<file path="config.mk">
export PLATFORM = sky130hd
export DESIGN_NAME = radio_spi_sequencer
export DESIGN_NICKNAME = d
export VERILOG_FILES = /design/src/rtl/rsq_pkg.sv /design/src/rtl/rsq_rr_arbiter.sv /design/src/rtl/rsq_frame_fsm.sv /design/src/rtl/radio_spi_sequencer.sv
export SDC_FILE = /design/constraint.sdc
export NUM_CORES = 1
export LEC_CHECK = 0
export BUFFER_PORTS_ARGS = -buffer_cell sky130_fd_sc_hd__buf_2
export CORE_AREA = 2 2 80 82
export DETAILED_ROUTE_END_ITERATION = 10
export DIE_AREA = 0 0 82 84
export GPL_ROUTABILITY_DRIVEN = 0
export PLACE_DENSITY = 0.76
export SETUP_SLACK_MARGIN = 0.1
export SKIP_CTS_REPAIR_TIMING = 1
export SLEW_MARGIN = 10
export SYNTH_ARGS = -nofsm -noshare
export SYNTH_HDL_FRONTEND = slang
export SYNTH_SLANG_ARGS = --single-unit
</file>
<file path="constraint.sdc">
create_clock -name clk -period 2.1 [get_ports clk]
set_clock_uncertainty 0.1 [all_clocks]
set_input_delay 0.105 -clock clk [delete_from_list [all_inputs] [get_ports clk]]
set_output_delay 0.105 -clock clk [all_outputs]
set_load 0.02 [all_outputs]
</file>
<file path="src/rtl/rsq_pkg.sv">
package rsq_pkg;

   typedef enum logic [2:0] {
      OP_REG_WR = 3'd0,
      OP_REG_RD = 3'd1,
      OP_STROBE = 3'd2,
      OP_TXF_WR = 3'd3,
      OP_RXF_RD = 3'd4
   } seq_op_e;

   function automatic logic op_reads(seq_op_e op);
      return (op == OP_REG_RD) || (op == OP_RXF_RD);
   endfunction

   function automatic logic op_writes(seq_op_e op);
      return (op == OP_REG_WR) || (op == OP_TXF_WR);
   endfunction

   function automatic logic [7:0] frame_header(seq_op_e op, logic [5:0] addr);
      return {1'b0, op_reads(op), addr};
   endfunction

endpackage

</file>
<file path="src/rtl/rsq_rr_arbiter.sv">
module rsq_rr_arbiter #(
   parameter int N  = 2,
   parameter int IW = 1
) (
   input  logic          clk,
   input  logic          rst_n,
   input  logic [N-1:0]  req,
   input  logic          advance,
   output logic [N-1:0]  grant,
   output logic [IW-1:0] grant_idx
);

   if (N < 1) begin : g_bad_n
      $error("rsq_rr_arbiter: N must be at least 1");
   end

   if (N == 1) begin : g_single
      assign grant     = req;
      assign grant_idx = '0;
   end else begin : g_rotate
      logic [IW-1:0] last_q;
      logic [IW-1:0] cand;
      logic          found;

      always_comb begin
         grant     = '0;
         grant_idx = '0;
         found     = 1'b0;
         cand      = '0;
         for (int k = 1; k <= N; k++) begin
            cand = IW'((int'(last_q) + k) % N);
            if (!found && req[cand]) begin
               found       = 1'b1;
               grant_idx   = cand;
               grant[cand] = 1'b1;
            end
         end
      end

      always_ff @(posedge clk) begin
         if (!rst_n) last_q <= IW'(N - 1);
         else if (advance) last_q <= grant_idx;
      end

      // with others waiting, the last winner is not served again
      p_rr_turn_r9: assert property (@(posedge clk) disable iff (!rst_n)
         (advance && ($countones(req) > 1)) |-> (grant_idx != last_q));
   end

endmodule

</file>
<file path="src/rtl/rsq_frame_fsm.sv">
module rsq_frame_fsm
   import rsq_pkg::*;
#(
   parameter int LEN_W      = 8,
   parameter int GAP_CYCLES = 3,
   parameter int REG_BYTES  = 2,
   parameter int PW         = 1
) (
   input  logic             clk,
   input  logic             rst_n,
   input  logic             accept,
   input  seq_op_e          acc_op,
   input  logic [5:0]       acc_addr,
   input  logic [LEN_W-1:0] acc_len,
   input  logic [PW-1:0]    acc_port,
   input  logic [7:0]       own_wdata,
   input  logic             fifo_nempty,
   input  logic             sh_done,
   input  logic [7:0]       sh_rx,
   output logic             idle,
   output logic             cs_n,
   output logic             sh_go,
   output logic [7:0]       sh_tx,
   output logic             wpop,
   output logic [PW-1:0]    owner,
   output logic [7:0]       status_byte,
   output logic             status_valid,
   output logic [7:0]       rd_data,
   output logic             rd_valid
);

   localparam int GW    = $clog2(GAP_CYCLES + 1) + 1;
   localparam int HI_W  = $clog2(GAP_CYCLES + 2) + 1;
   localparam int HI_MAX = GAP_CYCLES + 1;

   if (GAP_CYCLES < 1) begin : g_bad_gap
      $error("rsq_frame_fsm: GAP_CYCLES must be at least 1");
   end
   if (REG_BYTES < 1 || REG_BYTES >= (1 << LEN_W)) begin : g_bad_reg
      $error("rsq_frame_fsm: REG_BYTES must fit in LEN_W bits");
   end

   typedef enum logic [1:0] {S_IDLE, S_SHIFT, S_GAP} fsm_e;

   fsm_e             state;
   seq_op_e          op_q;
   logic             hdr_q;
   logic [LEN_W-1:0] remain;
   logic [GW-1:0]    gap_cnt;
   logic             stop_now;

   function automatic logic [LEN_W-1:0] payload_len(seq_op_e op, logic [LEN_W-1:0] len);
      case (op)
         OP_REG_WR, OP_REG_RD: return LEN_W'(REG_BYTES);
         OP_TXF_WR, OP_RXF_RD: return len;
         default:              return '0;
      endcase
   endfunction

   assign idle     = (state == S_IDLE);
   assign stop_now = (remain == '0) || ((op_q == OP_RXF_RD) && !fifo_nempty);

   always_ff @(posedge clk) begin
      if (!rst_n) begin
         state        <= S_IDLE;
         op_q         <= OP_STROBE;
         hdr_q        <= 1'b0;
         remain       <= '0;
         gap_cnt      <= '0;
         owner        <= '0;
         cs_n         <= 1'b1;
         sh_go        <= 1'b0;
         sh_tx        <= 8'h00;
         wpop         <= 1'b0;
         status_byte  <= 8'h00;
         status_valid <= 1'b0;
         rd_data      <= 8'h00;
         rd_valid     <= 1'b0;
      end else begin
         sh_go        <= 1'b0;
         wpop         <= 1'b0;
         status_valid <= 1'b0;
         rd_valid     <= 1'b0;
         case (state)
            S_IDLE: begin
               if (accept) begin
                  op_q  <= acc_op;
                  owner <= acc_port;
                  if (!((acc_op == OP_RXF_RD) && !fifo_nempty)) begin
                     cs_n   <= 1'b0;
                     sh_go  <= 1'b1;
                     sh_tx  <= frame_header(acc_op, acc_addr);
                     hdr_q  <= 1'b1;
                     remain <= payload_len(acc_op, acc_len);
                     state  <= S_SHIFT;
                  end
               end
            end
            S_SHIFT: begin
               if (sh_done) begin
                  hdr_q <= 1'b0;
                  if (hdr_q || (op_q == OP_TXF_WR)) begin
                     status_byte  <= sh_rx;
                     status_valid <= 1'b1;
                  end else if (op_reads(op_q)) begin
                     rd_data  <= sh_rx;
                     rd_valid <= 1'b1;
                  end
                  if (stop_now) begin
                     cs_n    <= 1'b1;
                     gap_cnt <= GW'(GAP_CYCLES - 1);
                     state   <= S_GAP;
                  end else begin
                     remain <= remain - 1'b1;
                     sh_go  <= 1'b1;
                     if (op_writes(op_q)) begin
                        sh_tx <= own_wdata;
                        wpop  <= 1'b1;
                     end else begin
                        sh_tx <= 8'h00;
                     end
                  end
               end
            end
            default: begin
               if (gap_cnt == '0) state <= S_IDLE;
               else gap_cnt <= gap_cnt - 1'b1;
            end
         endcase
      end
   end

   // Checker state: cycles chip select has been high, saturating
   logic [HI_W-1:0] hi_cnt;
   always_ff @(posedge clk) begin
      if (!rst_n) hi_cnt <= HI_W'(HI_MAX);
      else if (!cs_n) hi_cnt <= '0;
      else if (hi_cnt != HI_W'(HI_MAX)) hi_cnt <= hi_cnt + 1'b1;
   end

   // idle time between frames
   p_gap_r11: assert property (@(posedge clk) disable iff (!rst_n)
      $fell(cs_n) |-> (hi_cnt >= HI_W'(HI_MAX)));
   // frame held across every byte in flight
   p_cs_shift_r7: assert property (@(posedge clk) disable iff (!rst_n)
      (state == S_SHIFT) |-> !cs_n);
   p_go_in_frame_r7: assert property (@(posedge clk) disable iff (!rst_n)
      sh_go |-> !cs_n);
   // header completion always yields a status strobe
   p_hdr_status_r3: assert property (@(posedge clk) disable iff (!rst_n)
      ((state == S_SHIFT) && sh_done && hdr_q) |=> status_valid);
   // a strobe frame ends after its header
   p_strobe_single_r4: assert property (@(posedge clk) disable iff (!rst_n)
      ((state == S_SHIFT) && sh_done && (op_q == OP_STROBE)) |=> cs_n);
   // read data only from read kinds
   p_rd_kind_r6: assert property (@(posedge clk) disable iff (!rst_n)
      rd_valid |-> op_reads(op_q));
   // register write returns nothing on the data path
   p_regwr_quiet_r2: assert property (@(posedge clk) disable iff (!rst_n)
      (op_q == OP_REG_WR) |-> !rd_valid);
   // pops only accompany a written payload byte
   p_pop_r5: assert property (@(posedge clk) disable iff (!rst_n)
      wpop |-> (sh_go && op_writes(op_q)));
   // receive-FIFO bytes start only when the FIFO held data
   p_rxf_guard_r8: assert property (@(posedge clk) disable iff (!rst_n)
      (sh_go && (op_q == OP_RXF_RD)) |-> $past(fifo_nempty));

endmodule

</file>
<file path="src/rtl/radio_spi_sequencer.sv">
module radio_spi_sequencer
   import rsq_pkg::*;
#(
   parameter int NREQ       = 2,
   parameter int LEN_W      = 8,
   parameter int GAP_CYCLES = 3,
   parameter int REG_BYTES  = 2,
   parameter int PW         = (NREQ > 1) ? $clog2(NREQ) : 1
) (
   input  logic                  clk,
   input  logic                  rst_n,
   input  logic [NREQ-1:0]       req_start,
   input  logic [3*NREQ-1:0]     req_op,
   input  logic [6*NREQ-1:0]     req_addr,
   input  logic [LEN_W*NREQ-1:0] req_len,
   input  logic [8*NREQ-1:0]     req_wdata,
   output logic [NREQ-1:0]       req_ready,
   output logic [NREQ-1:0]       wr_pop,
   output logic [7:0]            status_byte,
   output logic                  status_valid,
   output logic [7:0]            rd_data,
   output logic                  rd_valid,
   output logic [PW-1:0]         rd_port,
   input  logic                  fifo_nempty,
   output logic                  cs_n,
   output logic                  sh_go,
   output logic [7:0]            sh_tx,
   input  logic                  sh_done,
   input  logic [7:0]            sh_rx
);

   if (NREQ < 1 || LEN_W < 1) begin : g_bad_top
      $error("radio_spi_sequencer: NREQ and LEN_W must be positive");
   end

   logic [NREQ-1:0] grant;
   logic [PW-1:0]   gidx;
   logic            idle;
   logic            accept;
   logic            wpop;
   logic [PW-1:0]   owner;
   logic [7:0]      own_wdata;

   rsq_rr_arbiter #(.N(NREQ), .IW(PW)) u_arb (
      .clk       (clk),
      .rst_n     (rst_n),
      .req       (req_start),
      .advance   (accept),
      .grant     (grant),
      .grant_idx (gidx)
   );

   assign req_ready = grant & {NREQ{idle}};
   assign accept    = |(req_start & req_ready);
   assign own_wdata = req_wdata[owner*8 +: 8];
   assign rd_port   = owner;

   for (genvar g = 0; g < NREQ; g++) begin : g_pop
      assign wr_pop[g] = wpop && (owner == PW'(g));
   end

   rsq_frame_fsm #(
      .LEN_W      (LEN_W),
      .GAP_CYCLES (GAP_CYCLES),
      .REG_BYTES  (REG_BYTES),
      .PW         (PW)
   ) u_fsm (
      .clk          (clk),
      .rst_n        (rst_n),
      .accept       (accept),
      .acc_op       (seq_op_e'(req_op[gidx*3 +: 3])),
      .acc_addr     (req_addr[gidx*6 +: 6]),
      .acc_len      (req_len[gidx*LEN_W +: LEN_W]),
      .acc_port     (gidx),
      .own_wdata    (own_wdata),
      .fifo_nempty  (fifo_nempty),
      .sh_done      (sh_done),
      .sh_rx        (sh_rx),
      .idle         (idle),
      .cs_n         (cs_n),
      .sh_go        (sh_go),
      .sh_tx        (sh_tx),
      .wpop         (wpop),
      .owner        (owner),
      .status_byte  (status_byte),
      .status_valid (status_valid),
      .rd_data      (rd_data),
      .rd_valid     (rd_valid)
   );

   // no grant while a frame is open
   p_ready_idle_r10: assert property (@(posedge clk) disable iff (!rst_n)
      (|req_ready) |-> cs_n);
   // single grant at a time
   p_ready_single_r9: assert property (@(posedge clk) disable iff (!rst_n)
      $onehot0(req_ready));

endmodule

</file>
[Yosys cells after proc, flatten, opt, wreduce, memory -nomap -nowiden]
Index checks and enable logic that the tools add are counted.
Storage, ports and cells
  bits of input ports: 64
  register bits: 48
Cells by class
  $mul: 2
  multiplexer cells: 52
  bitwise gates (word level): 9
  magnitude comparators: 4
  reduce and logical (&&, ||, !) cells: 35
  add/sub/neg operators: 4
  eq/ne operators: 13
  shifts and indexed selects: 4
Operators by type and width (count)
  8-bit two-way mux: 9
  8-bit case mux with 2 select lines: 3
  16-bit by 5-bit indexed part select with 8-bit output: 2
  1-bit two-way mux: 23
  5-bit AND reduction: 3
  2-bit two-way mux: 7
  4-bit AND reduction: 3
  12-bit by 5-bit indexed part select with 6-bit output: 1
  3-bit logical NOT: 3
  3-bit two-way mux: 3
  8-bit logical NOT: 1
  2-bit inequality test (second input constant): 4
  4-bit OR reduction: 2
  8-bit by 1-bit subtractor with 8-bit output (second input constant): 1
  1-bit logical AND: 7
  3-bit by 1-bit == test with 1-bit output (second input constant): 2
  3-bit by 2-bit == test with 1-bit output (second input constant): 2
  3-bit == test (second input constant): 2
  1-bit by 2-bit multiplier with 3-bit output (second input constant): 2
  1-bit NOT: 6
  1-bit case mux with 2 select lines: 3
  3-bit case mux with 2 select lines: 1
  3-bit AND reduction: 2
  2-bit OR reduction: 3
  other kinds (17): 28

[Depth between registers and ports, before layout]
  depth in word-level cells: 15
  depth in mapped cells: 9
  gate-level depth less buffers: 7

[Modules after synthesis]
A second synthesis with hierarchy kept.
Second synthesis, totals
  cells, all modules: 290
  area, all modules: 2781.4 µm²
Modules (own cells, without submodules)
  rsq_frame_fsm: cells an instance 248, area an instance 2318.5 µm², seq. area each 940.9 µm², times used 1
  radio_spi_sequencer: cells an instance 34, area an instance 394.1 µm², seq. area each 0.0 µm², times used 1
  rsq_rr_arbiter: cells an instance 8, area an instance 68.8 µm², seq. area each 20.0 µm², times used 1

[Least setup slack after synthesis]
OpenSTA, ideal clock, no wires.
  path type: flip-flop to flip-flop
  from: register u_fsm.remain[2]
  to: register u_fsm.sh_tx[2]
  data arrival time: 1767 ps
  stages on the path, launching flop included: 7
  setup time: 137 ps
  setup slack: 96 ps
  buffers on the path: 1
  data required time: 1863 ps
  cell sequence: dfxtp_1 > or4_4 > o41ai_2 > nand2_2 > buf_6 > a21oi_1 > nor3_2
Between the ends
  longest elaborated chain between the ends: 4
Ends and longest elaborated chain
  start, declared: line rsq_frame_fsm.sv:48  | logic [LEN_W-1:0] remain;
  start signal, assigned: line rsq_frame_fsm.sv:94  | remain <= payload_len(acc_op, acc_len);
  start signal, assigned: line rsq_frame_fsm.sv:114  | remain <= remain - 1'b1;
  8-bit logical NOT: line rsq_frame_fsm.sv:61  | assign stop_now = (remain == '0) || ((op_q == OP_RXF_RD) && !fifo_nempty);
  1-bit logical OR: line rsq_frame_fsm.sv:61
  2-bit inequality test (no line)
  5-bit AND reduction (no line)
  end signal, assigned: line rsq_frame_fsm.sv:92  | sh_tx <= frame_header(acc_op, acc_addr);
  end signal, assigned: line rsq_frame_fsm.sv:117  | sh_tx <= own_wdata;
  end, declared: line rsq_frame_fsm.sv:23  | output logic [7:0] sh_tx,
No other way between the ends.
A chain may end at the register's enable or synchronous reset.

[Worst setup path after layout]
  from: register u_fsm.remain[2]
  to: register u_fsm.remain[6]
Between the ends
  longest elaborated chain between the ends: 4
Ends and longest elaborated chain (line)
  8-bit by 1-bit subtractor with 8-bit output / 8-bit logical NOT (equally long branches): rsq_frame_fsm.sv:114, rsq_frame_fsm.sv:61
  8-bit two-way mux / 1-bit logical OR (equally long branches): rsq_frame_fsm.sv:109, rsq_frame_fsm.sv:61
  8-bit two-way mux / 2-bit inequality test (equally long branches)
  8-bit case mux with 2 select lines / 5-bit AND reduction (equally long branches)
Parallel ways exist; a longest one is shown, timed or not. The select of a mux whose other input is x is not followed.

==> out/results.txt <==
GRT Util Overall -> 22.6%
Register area share after synthesis -> 36.1%
Static leakage -> 1.75 nW
Reg2Reg Launch Point -> u_fsm.remain[2]$_SDFFE_PN0P_
Depth of the CTS H-tree -> 2
Outcome -> complete, but fails checks
Switching Fraction -> 40.0%
Most common cell after layout, fill and taps aside -> buf_2
Initial Util -> 43.6%
Area growth from synthesis to layout -> 41.1%
Net count, final -> 496
Final hold vios -> 0
Netlist cell types -> 62
Syn nets -> 365
Largest cells by area after synthesis -> dfxtp_1 36%, mux2i_1 12%, nor2_1 4.5%, a21oi_1 3.4%, nor3_1 3.2%
Worst vdd ir -> 457 uV
Pin count of the biggest net entering global routing -> 43
CTS tree -> built
DPL Wire Length -> 5630 um
Final setup fails -> 1
Longest Clk Path Bufs -> 2
Slew Viols, Final -> 0
Final core utilization -> 61.5%
FF-to-FF path depth -> 5
Total number of vias -> 2945
TritonCTS buffer count -> 5
First-pass DRT Iterations -> 5
Path type of the worst min-delay path -> input port to register
Critical path data arrival time -> 2340 ps
PortBufs -> 96
Fillers -> 508
CP Capture Type -> register
Post-synth EDFFs -> 0
Root Buffer -> clkbuf_8
RR Endpoint -> u_fsm.remain[6]$_SDFFE_PN0P_
# DRC -> 0
Logic pwr share -> 48.2%
CTS clock-pin slew for the worst setup and hold paths -> 100 ps
Crit Path Max Fanout -> 6
Post-route setup slack -> -110 ps
Crit path time final -> 2210 ps
Worst-skew pair later-pin latency -> 320 ps
Share of the synthesized area in the top cell type -> 36.1%
Overall power -> 3.58 mW
Critical Path End -> u_fsm.remain[6]$_SDFFE_PN0P_
Slew margin rel. -> 60.6%
FMAX -> 452 MHz
Period utilisation layout -> 105%
Yosys Warn Count -> 0
1st-iter DRT viols -> 345
Async S/R FF share, synth -> 0%
Worst Tran Pin Value -> 590 ps
Syn avg cell area -> 8.95 um2
Min Hold Slack -> 1.59 ps
Clock Power Share -> 19.9%
First-pass GRT wire length -> 12200 um
RSZ-0062 raised after global routing -> yes
Post-route ant nets -> 0
Area leader, netlist -> dfxtp_1
DIE AREA -> 0.00689 mm2
Reg2reg setup slack -> -110 ps
Worst Hold Launch -> req_op[2]
Synth Instances -> 297
Critical Path Start Type -> register
Core box area -> 0.00610 mm2
Worst Setup SP -> u_fsm.remain[2]$_SDFFE_PN0P_
Die width -> 82 um
Failing checks -> setup timing
Clock sinks -> 48
Inserted Diodes -> 0
Routed wire per std cell -> 17.1 um
Routed WL -> 8630 um
Crit path required time -> 2230 ps
Post-DR vias/cell -> 5.82
Grt ovf -> 0
P_int -> 2.15 mW
Sequential Power Share -> 31.9%
IO Pins -> 97
Initial antenna violation count -> 0
Die height -> 84 um
Netlist area before placement -> 0.00266 mm2
Floorplan row count -> 29
Vias in the first global route -> 2658
Synthesized flop and latch total -> 48
Synth Flop Type -> dfxtp_1
Total of max-cap violations -> 0
Psw -> 1.43 mW
P per Cell Area -> 955 mW/mm2
Commonest cells after routing, fill and taps aside -> 96 x buf_2, 47 x dfxtp_1, 32 x nor2_1
Fraction of final layout cells sized beyond drive strength 1 -> 40.8%
Critical path type -> register to register
worst max-delay path, stage by stage (launching register included):
cell and delay, ps:
dfxtp_2 340, or4_4 580, o41a_4 460, a31oi_1 240
o21ai_0 150, a21oi_1 240
per-stage QoR:
step	TNS, ps	cells	instance area [um2]	worst slack, ps
5_1_grt	-152	506	3750	-101
3_3_place_gp	0	480	3360	14.1
3_5_place_dp	-220	480	3360	-60.4
4_1_cts	-415	488	3470	-85.6
6_report	-110	506	3750	-110
2_1_floorplan	0	297	2670	109
layout make-up:
type / count / area [um2] / area share [%]
sequential: 48 / 962 / 25.7
inverter: 9 / 33.8 / 0.901
clock buffer: 5 / 68.8 / 1.83
multi-input combinational: 226 / 1710 / 45.6
timing repair buffer: 138 / 832 / 22.2
tap: 77 / 96.3 / 2.57
clock inverter: 3 / 46.3 / 1.23
routing by layer:
| metal | global-route usage, % | share of wire [%] |
|---|---|---|
| met3 | 3.90 | 7.9 |
| met2 | 37.3 | 50 |
| met5 | 0 | 0 |
| met1 | 28.8 | 38 |
| met4 | 8.94 | 3.7 |
flip-flops by register name (all words and copies together) (netlist names):
signal	cells
u_fsm.rd_valid	1
u_fsm.status_valid	1
u_fsm.sh_go	1
u_fsm.gap_cnt	3
u_fsm.op_q	3
u_fsm.state	2
u_fsm.rd_data	8
u_fsm.hdr_q	1
u_fsm.status_byte	8
u_fsm.wpop	1
u_arb.g_rotate.last_q	1
u_fsm.sh_tx	8
u_fsm.owner	1
u_fsm.cs_n	1
u_fsm.remain	8
logic make-up after synthesis:
group / after synthesis / synth area share [%]
flip-flops: 48 / 36.1
buffers and inverters: 26 / 4.71
multiplexers: 31 / 11.7
AO/OA/AOI/OAI: 81 / 22.9
AND/OR/NAND/NOR: 102 / 21.0
XOR/XNOR: 5 / 1.65
adder cells (fa/ha/maj): 4 / 1.88
cell usage after synthesis, types with 2 or more instances:
library cell  instances
nor4b_1               2
a311oi_1              3
nand3b_1              4
a211oi_1              2
buf_6                 3
ha_1                  4
xnor2_1               4
and2_1                3
buf_2                 4
nand3_1               2
nor2b_1               2
a21oi_1              18
o21ai_0              15
or4_1                 2
or3_1                 3
mux2i_1              31
a22oi_1               2
dfxtp_1              48
and3_1                2
a221o_1               3
buf_1                 3
a31oi_1               4
nor2_1               32
o22ai_1               6
a21boi_0              2
inv_1                 8
nand2b_1              3
or3b_1                2
clkbuf_1              7
nor3_1               17
a21oi_2               5
nor3_2                6
nand2_1              16
worst min-delay path by stage:
stage,cells after the start,slack (ps),end
3_5_place_dp,2,260,u_fsm.cs_n$_SDFFE_PN1P_
2_1_floorplan,1,70,u_fsm.cs_n$_SDFFE_PN1P_
3_3_place_gp,3,250,u_fsm.rd_data[6]$_SDFFE_PN0P_
6_report,3,2,u_fsm.op_q[2]$_SDFFE_PN0P_
4_1_cts,3,-60,u_fsm.rd_data[0]$_SDFFE_PN0P_
5_1_grt,3,30,u_fsm.op_q[2]$_SDFFE_PN0P_
power groups by stage:
stage / logic, mW / registers (mW) / clock network (mW)
global route: 1.83 / 1.15 / 0.746
floorplan: 0.905 / 1.21 / 0
detailed placement: 1.41 / 1.14 / 0
finish: 1.73 / 1.14 / 0.713
global placement: 1.38 / 1.13 / 0
CTS: 1.41 / 1.11 / 0.712
No activity file was read; power rests on OpenSTA's default activity.
